==> config.mk <==
export PLATFORM = sky130hd
export DESIGN_NAME = cache_wb_ctrl
export DESIGN_NICKNAME = d
export VERILOG_FILES = /design/src/rtl/cache_pkg.sv /design/src/rtl/cache_lru.sv /design/src/rtl/cache_victim.sv /design/src/rtl/cache_wb_ctrl.sv
export SDC_FILE = /design/constraint.sdc
export NUM_CORES = 2
export LEC_CHECK = 0
export BUFFER_PORTS_ARGS = -buffer_cell sky130_fd_sc_hd__buf_2
export CAP_MARGIN = 5
export CORE_ASPECT_RATIO = 1.2
export CORE_UTILIZATION = 36
export CTS_CLUSTER_DIAMETER = 60
export DETAILED_ROUTE_END_ITERATION = 8
export PLACE_DENSITY_LB_ADDON = 0.2
export SYNTH_ARGS = -nofsm -noshare
export SYNTH_HDL_FRONTEND = slang
export SYNTH_SLANG_ARGS = --single-unit
==> constraint.sdc <==
create_clock -name clk -period 9.44 [get_ports clk]
set_input_delay 1.416 -clock clk [delete_from_list [all_inputs] [get_ports clk]]
set_output_delay 1.416 -clock clk [all_outputs]
set_load 0.05 [all_outputs]
==> src/rtl/cache_pkg.sv <==
// Shared definitions for the write-back cache controller.
// Assumes a 32-bit byte address and a 32-bit processor word.
package cache_pkg;
    localparam int ADDR_W = 32;
    localparam int WORD_W = 32;

    // Controller sequence for one access.
    typedef enum logic [1:0] {
        ST_LOOKUP    = 2'd0,
        ST_WRITEBACK = 2'd1,
        ST_REFILL    = 2'd2,
        ST_RESPOND   = 2'd3
    } ctl_state_t;
endpackage

==> src/rtl/cache_lru.sv <==
// Per-set recency tracker. Each way of each set holds an age from 0
// (newest) to WAYS-1 (oldest); ages inside a set are always distinct.
// A touch makes the way newest and ages every younger way by one.
// Assumes WAYS >= 2 and SETS >= 2.
module cache_lru #(
    parameter int SETS = 4,
    parameter int WAYS = 2,
    localparam int IDX_W = $clog2(SETS),
    localparam int WAY_W = $clog2(WAYS)
) (
    input  logic             clk,
    input  logic             rst_n,
    input  logic             touch_en,
    input  logic [IDX_W-1:0] touch_set,
    input  logic [WAY_W-1:0] touch_way,
    input  logic [IDX_W-1:0] query_set,
    output logic [WAY_W-1:0] lru_way
);
    logic [WAY_W-1:0] age_q [SETS][WAYS];

    // Seed distinct ages on reset, reorder on each touch.
    always_ff @(posedge clk) begin
        if (!rst_n) begin
            for (int s = 0; s < SETS; s++)
                for (int w = 0; w < WAYS; w++)
                    age_q[s][w] <= WAY_W'(w);
        end else if (touch_en) begin
            for (int w = 0; w < WAYS; w++) begin
                if (WAY_W'(w) == touch_way)
                    age_q[touch_set][w] <= '0;
                else if (age_q[touch_set][w] < age_q[touch_set][touch_way])
                    age_q[touch_set][w] <= age_q[touch_set][w] + 1'b1;
            end
        end
    end

    // Report the way holding the oldest age in the queried set.
    always_comb begin
        lru_way = '0;
        for (int w = 0; w < WAYS; w++)
            if (age_q[query_set][w] == WAY_W'(WAYS - 1))
                lru_way = WAY_W'(w);
    end
endmodule

==> src/rtl/cache_victim.sv <==
// Victim chooser for one set: the lowest-numbered invalid way wins,
// otherwise the way named by the recency tracker is taken.
module cache_victim #(
    parameter int WAYS = 2,
    localparam int WAY_W = $clog2(WAYS)
) (
    input  logic [WAYS-1:0]  valid_i,
    input  logic [WAY_W-1:0] lru_i,
    output logic [WAY_W-1:0] victim_o
);
    // Scan downward so the lowest invalid way is the last one written.
    always_comb begin
        victim_o = lru_i;
        for (int w = WAYS - 1; w >= 0; w--)
            if (!valid_i[w])
                victim_o = WAY_W'(w);
    end
endmodule

==> src/rtl/cache_wb_ctrl.sv <==
// Set-associative write-back, write-allocate data cache controller.
// Hits complete combinationally in the cycle presented; misses stall the
// processor through write-back, refill and a respond cycle. Assumes the
// processor holds its request steady while cpu_stall is high, and that
// SETS, WAYS and BLOCK_BYTES are powers of two with SETS, WAYS >= 2 and
// BLOCK_BYTES >= 8.
module cache_wb_ctrl
    import cache_pkg::*;
#(
    parameter int SETS        = 4,
    parameter int WAYS        = 2,
    parameter int BLOCK_BYTES = 16,
    localparam int OFF_W   = $clog2(BLOCK_BYTES),
    localparam int IDX_W   = $clog2(SETS),
    localparam int TAG_W   = ADDR_W - IDX_W - OFF_W,
    localparam int WAY_W   = $clog2(WAYS),
    localparam int WSEL_W  = OFF_W - 2,
    localparam int BLOCK_W = BLOCK_BYTES * 8
) (
    input  logic               clk,
    input  logic               rst_n,
    input  logic               cpu_req,
    input  logic               cpu_we,
    input  logic [31:0]        cpu_addr,
    input  logic [31:0]        cpu_wdata,
    input  logic [3:0]         cpu_be,
    output logic [31:0]        cpu_rdata,
    output logic               cpu_stall,
    output logic               mem_req,
    output logic               mem_we,
    output logic [31:0]        mem_addr,
    output logic [BLOCK_W-1:0] mem_wdata,
    input  logic [BLOCK_W-1:0] mem_rdata,
    input  logic               mem_ack
);
    logic [WAYS-1:0]    valid_q [SETS];
    logic [WAYS-1:0]    dirty_q [SETS];
    logic [TAG_W-1:0]   tag_q   [SETS][WAYS];
    logic [BLOCK_W-1:0] data_q  [SETS][WAYS];

    ctl_state_t       state_q;
    logic [WAY_W-1:0] vict_q;

    logic [TAG_W-1:0]   req_tag;
    logic [IDX_W-1:0]   req_set;
    logic [WSEL_W-1:0]  req_word;
    logic [WAYS-1:0]    hit_vec;
    logic               hit;
    logic [WAY_W-1:0]   hit_way;
    logic [WAY_W-1:0]   lru_way;
    logic [WAY_W-1:0]   victim;
    logic [BLOCK_W-1:0] hit_line;
    logic [BLOCK_W-1:0] store_line;
    logic               access_done;
    logic               fill_done;
    logic               unused_addr_lsb;

    assign req_tag         = cpu_addr[ADDR_W-1 -: TAG_W];
    assign req_set         = cpu_addr[OFF_W +: IDX_W];
    assign req_word        = cpu_addr[2 +: WSEL_W];
    assign unused_addr_lsb = ^cpu_addr[1:0];

    // Per-way tag compare against the indexed set.
    for (genvar w = 0; w < WAYS; w++) begin : g_cmp
        assign hit_vec[w] = valid_q[req_set][w] && (tag_q[req_set][w] == req_tag);
    end
    assign hit = |hit_vec;

    // Encode the matching way.
    always_comb begin
        hit_way = '0;
        for (int w = 0; w < WAYS; w++)
            if (hit_vec[w])
                hit_way = WAY_W'(w);
    end

    assign hit_line  = data_q[req_set][hit_way];
    assign cpu_rdata = hit_line[int'(req_word) * 32 +: 32];

    // Merge enabled store bytes into the hit line.
    always_comb begin
        store_line = hit_line;
        for (int b = 0; b < 4; b++)
            if (cpu_be[b])
                store_line[int'(req_word) * 32 + b * 8 +: 8] = cpu_wdata[b * 8 +: 8];
    end

    cache_lru #(.SETS(SETS), .WAYS(WAYS)) u_lru (
        .clk       (clk),
        .rst_n     (rst_n),
        .touch_en  (access_done),
        .touch_set (req_set),
        .touch_way (hit_way),
        .query_set (req_set),
        .lru_way   (lru_way)
    );

    cache_victim #(.WAYS(WAYS)) u_victim (
        .valid_i  (valid_q[req_set]),
        .lru_i    (lru_way),
        .victim_o (victim)
    );

    assign access_done = cpu_req && hit && (state_q == ST_LOOKUP || state_q == ST_RESPOND);
    assign fill_done   = (state_q == ST_REFILL) && mem_ack;

    // Stall while a miss is outstanding; the respond cycle completes it.
    always_comb begin
        unique case (state_q)
            ST_LOOKUP:  cpu_stall = cpu_req && !hit;
            ST_RESPOND: cpu_stall = 1'b0;
            default:    cpu_stall = 1'b1;
        endcase
    end

    assign mem_req   = (state_q == ST_WRITEBACK) || (state_q == ST_REFILL);
    assign mem_we    = (state_q == ST_WRITEBACK);
    assign mem_addr  = (state_q == ST_WRITEBACK)
                     ? {tag_q[req_set][vict_q], req_set, {OFF_W{1'b0}}}
                     : {req_tag, req_set, {OFF_W{1'b0}}};
    assign mem_wdata = data_q[req_set][vict_q];

    // Sequence a miss: pick victim, write back if dirty, refill, respond.
    always_ff @(posedge clk) begin
        if (!rst_n) begin
            state_q <= ST_LOOKUP;
            vict_q  <= '0;
        end else begin
            unique case (state_q)
                ST_LOOKUP: if (cpu_req && !hit) begin
                    vict_q  <= victim;
                    state_q <= (valid_q[req_set][victim] && dirty_q[req_set][victim])
                             ? ST_WRITEBACK : ST_REFILL;
                end
                ST_WRITEBACK: if (mem_ack) state_q <= ST_REFILL;
                ST_REFILL:    if (mem_ack) state_q <= ST_RESPOND;
                default:      state_q <= ST_LOOKUP;
            endcase
        end
    end

    // Line flags: cleared by reset, set by refill and store hits.
    always_ff @(posedge clk) begin
        if (!rst_n) begin
            for (int s = 0; s < SETS; s++) begin
                valid_q[s] <= '0;
                dirty_q[s] <= '0;
            end
        end else if (fill_done) begin
            valid_q[req_set][vict_q] <= 1'b1;
            dirty_q[req_set][vict_q] <= 1'b0;
        end else if (access_done && cpu_we) begin
            dirty_q[req_set][hit_way] <= 1'b1;
        end
    end

    // Tag and data arrays: loaded on refill, merged on store completion.
    always_ff @(posedge clk) begin
        if (fill_done) begin
            tag_q[req_set][vict_q]  <= req_tag;
            data_q[req_set][vict_q] <= mem_rdata;
        end else if (access_done && cpu_we) begin
            data_q[req_set][hit_way] <= store_line;
        end
    end
endmodule


==> flow_metrics.env <==
export IMPL_p_seq_share_pct=46.1
export IMPL_dr_total_vias=33345
export IMPL_cts_tree="done"
export IMPL_die_y_um=434
export IMPL_synth_cells=3356
export IMPL_whs_ns=0.501
export IMPL_layout_nets=3930
export IMPL_p_int_mw=9.78
export IMPL_start_util_pct=36.2
export IMPL_antenna_found_initial=64
export IMPL_endpoint_kind="output pin"
export IMPL_fin_ws_ns=1.57
export IMPL_skew_ns=0.0529
export IMPL_nFillCells=14041
export IMPL_p_sw_mw=3.96
export IMPL_gr_usage_all_layers_pct=23.8
export IMPL_syn2layout_area_growth_pct=15.6
export IMPL_final_setup_tns_ns=0
export IMPL_power_density_mw_per_mm2=213
export IMPL_clockRootBuffer="clkbuf_16"
export IMPL_clockPowerShare_pct=38.4
export IMPL_drv_cap=0
export IMPL_synth_edf_count=1255
export IMPL_ys_seq_area_share_pct=67.6
export IMPL_ys_top_cells_by_area="edfxtp_1, mux4_2, mux2_2, nand2_1, mux2i_1"
export IMPL_critPathKind="primary input to output pin"
export IMPL_cp_data_arrival_time_ns=6.46
export IMPL_grt_pass1_vias=32599
export IMPL_globalplace_congestion=0.882
export IMPL_placed_area_mm2=0.0602
export IMPL_dp_cells=5657
export IMPL_pre_cts_slack_ns=1.60
export IMPL_post_route_util_pct=41.8
export IMPL_cts_buffer_depth=3
export IMPL_final_cells=5920
export IMPL_finalInstanceArea_mm2=0.0646
export IMPL_p_total_mw=13.7
export IMPL_drtIter0Drc=3487
export IMPL_crit_slowest_cell="a2111o_2"
export IMPL_grt_max_degree=135
export IMPL_cp_cell_sequence="buf_8 -> mux4_2 -> xnor2_1 -> nand4_1 -> or4_1 -> a2111o_2 -> buf_4 -> buf_4 -> mux2i_1 -> a22o_1 -> a221oi_1 -> buf_2"
export IMPL_cp_start_kind="primary input"
export IMPL_synth_cell_types=59
export IMPL_grt_pass1_wl_um=259000
export IMPL_period_share_pct=83.4
export IMPL_ys_warn_count=0
export IMPL_cts_inserted_buffers=139
export IMPL_rsz0062_at_grt="no"
export IMPL_critPathMaxStageDelay_ns=0.80
export IMPL_fmax_mhz=127
export IMPL_grt_overflow=0
export IMPL_cts_hold_buffers_added=0
export IMPL_viasPerCell=5.63
export IMPL_drc=0
export IMPL_wirelength_um=188000
export IMPL_slew_violations=0
export IMPL_async_flop_share_pct=0
export IMPL_yosysTopAreaCell="edfxtp_1"
export IMPL_port_buffers=389
export IMPL_fp_dieArea_mm2=0.157
export IMPL_status="complete, no violations"
export IMPL_core_mm2=0.154
export IMPL_worstPathMaxFanout=57
export IMPL_syn_cell_area_mm2=0.0559
export IMPL_netlist_area_leader_share_pct=67.4
export IMPL_first_pass_iters=6
export IMPL_worstPathBufferInverterCount=4
export IMPL_ir_worst_vdd_uv=193
export IMPL_boundaryPins=396
export IMPL_postRouteAntennaNets=0
export IMPL_p_comb_share_pct=15.5
export IMPL_mostFrequentLayoutCells="edfxtp_1, nand2_1, buf_2"
export IMPL_swShare_pct=28.8
export IMPL_finalSetupViolations=0
export IMPL_crit_family="buffers and inverters"
export IMPL_hp_class="flop to flop"
export IMPL_path_clk_slew_ns=0.06
export IMPL_post_cts_repair_setup_buffers=0
export IMPL_post_dp_hpwl_um=121000
export IMPL_synthFlopType="edfxtp_1"
export IMPL_path_common_cell="buf_4"
export IMPL_wl_per_cell_um=31.8
export IMPL_die_w_um=362
export IMPL_rows=158
export IMPL_clk_latency_ns=0.80
export IMPL_finalHoldViolCount=0
export IMPL_crit_required_ns=8.02
export IMPL_drive_gt1_share_pct=30.5
export IMPL_cts_sinks=1259
export IMPL_mostFrequentLayoutCell="edfxtp_1"
export IMPL_relSlewSlack_pct=18.6
export IMPL_period_needed_ns=7.87
export IMPL_tightest_slew_ns=1.22
export IMPL_syn_area_per_cell_um2=16.7
export IMPL_cts_resized=0
export IMPL_p_leak_nw=22.3
export IMPL_ctsHtreeMaxLevel=4
export IMPL_ys_seq_elements=1259
-- worst reg2reg max path, stage by stage, from the launching register on --
cell      delay, ns
edfxtp_1       0.36
mux4_2         0.50
xnor2_1        0.31
nand4_1        0.14
or4_1          0.48
a2111o_2       0.80
buf_4          0.48
nand4_4        0.16
buf_4          0.79
buf_4          1.00
mux2_2         0.53
-- power groups by stage --
stage / Sequential (mW) / Clock (mW) / Combinational, mW
after floorplan: 6.46 / 0 / 1.33
after global placement: 6.45 / 0 / 2.12
after detailed placement: 6.46 / 0 / 2.13
after CTS: 6.34 / 5.36 / 2.14
after global routing: 6.35 / 5.56 / 2.22
final: 6.34 / 5.28 / 2.12
-- Yosys cell counts (32+ instances only) --
library cell	number
a21oi_1	44
a221oi_1	32
a22o_1	32
buf_2	45
clkbuf_1	105
edfxtp_1	1255
mux2_2	197
mux2i_1	171
mux4_2	302
nand2_1	572
nor2_1	87
o21ai_0	72
o21ai_1	81
xnor2_1	37
-- layout make-up --
type / count / area, um2 / area share, %
Antenna cell: 17 / 42.5 / 0.0659
Clock buffer: 176 / 3640 / 5.63
Clock inverter: 70 / 746 / 1.15
Inverter: 14 / 57.6 / 0.0891
Multi-Input combinational cell: 1857 / 17000 / 26.4
Sequential cell: 1259 / 37800 / 58.5
Tap cell: 2080 / 2600 / 4.03
Timing Repair Buffer: 447 / 2680 / 4.15
-- worst paths after layout --
path / from / to / slack (ns) / cells past startpoint
max: cpu_addr[4] / cpu_rdata[9] / 1.57 / 12
min: u_lru.age_q[2][1] / u_lru.age_q[2][1] / 0.50 / 2
max reg2reg: tag_q[3][16] / data_q[3][141] / 3.65 / 10
min reg2reg: u_lru.age_q[2][1] / u_lru.age_q[2][1] / 0.50 / 2
-- metal layers --
layer / routed length (um) / global-route usage [%] / up-vias
met3: 18300 / 7.79 / 335
met4: 5460 / 6.93 / 68
met5: 452 / 0 / -
met1: 73200 / 30.3 / 17504
li1: - / - / 13981
met2: 90600 / 38.8 / 1457
-- state kept, by name, summed over array words and instances, names as in the netlist --
signal / cells
data_q: 1024
u_lru.age_q: 8
valid_q: 8
vict_q: 1
tag_q: 208
dirty_q: 8
state_q: 2
-- cell families after synthesis --
family / share of synthesized area, %
fa+ha+maj: 0.246
mux: 19.7
simple gates: 5.75
flops: 67.6
other cells: 0.00671
compound gates: 3.75
buf+inv: 2.20
xor+xnor: 0.748
(Power assumes the default switching activity.)
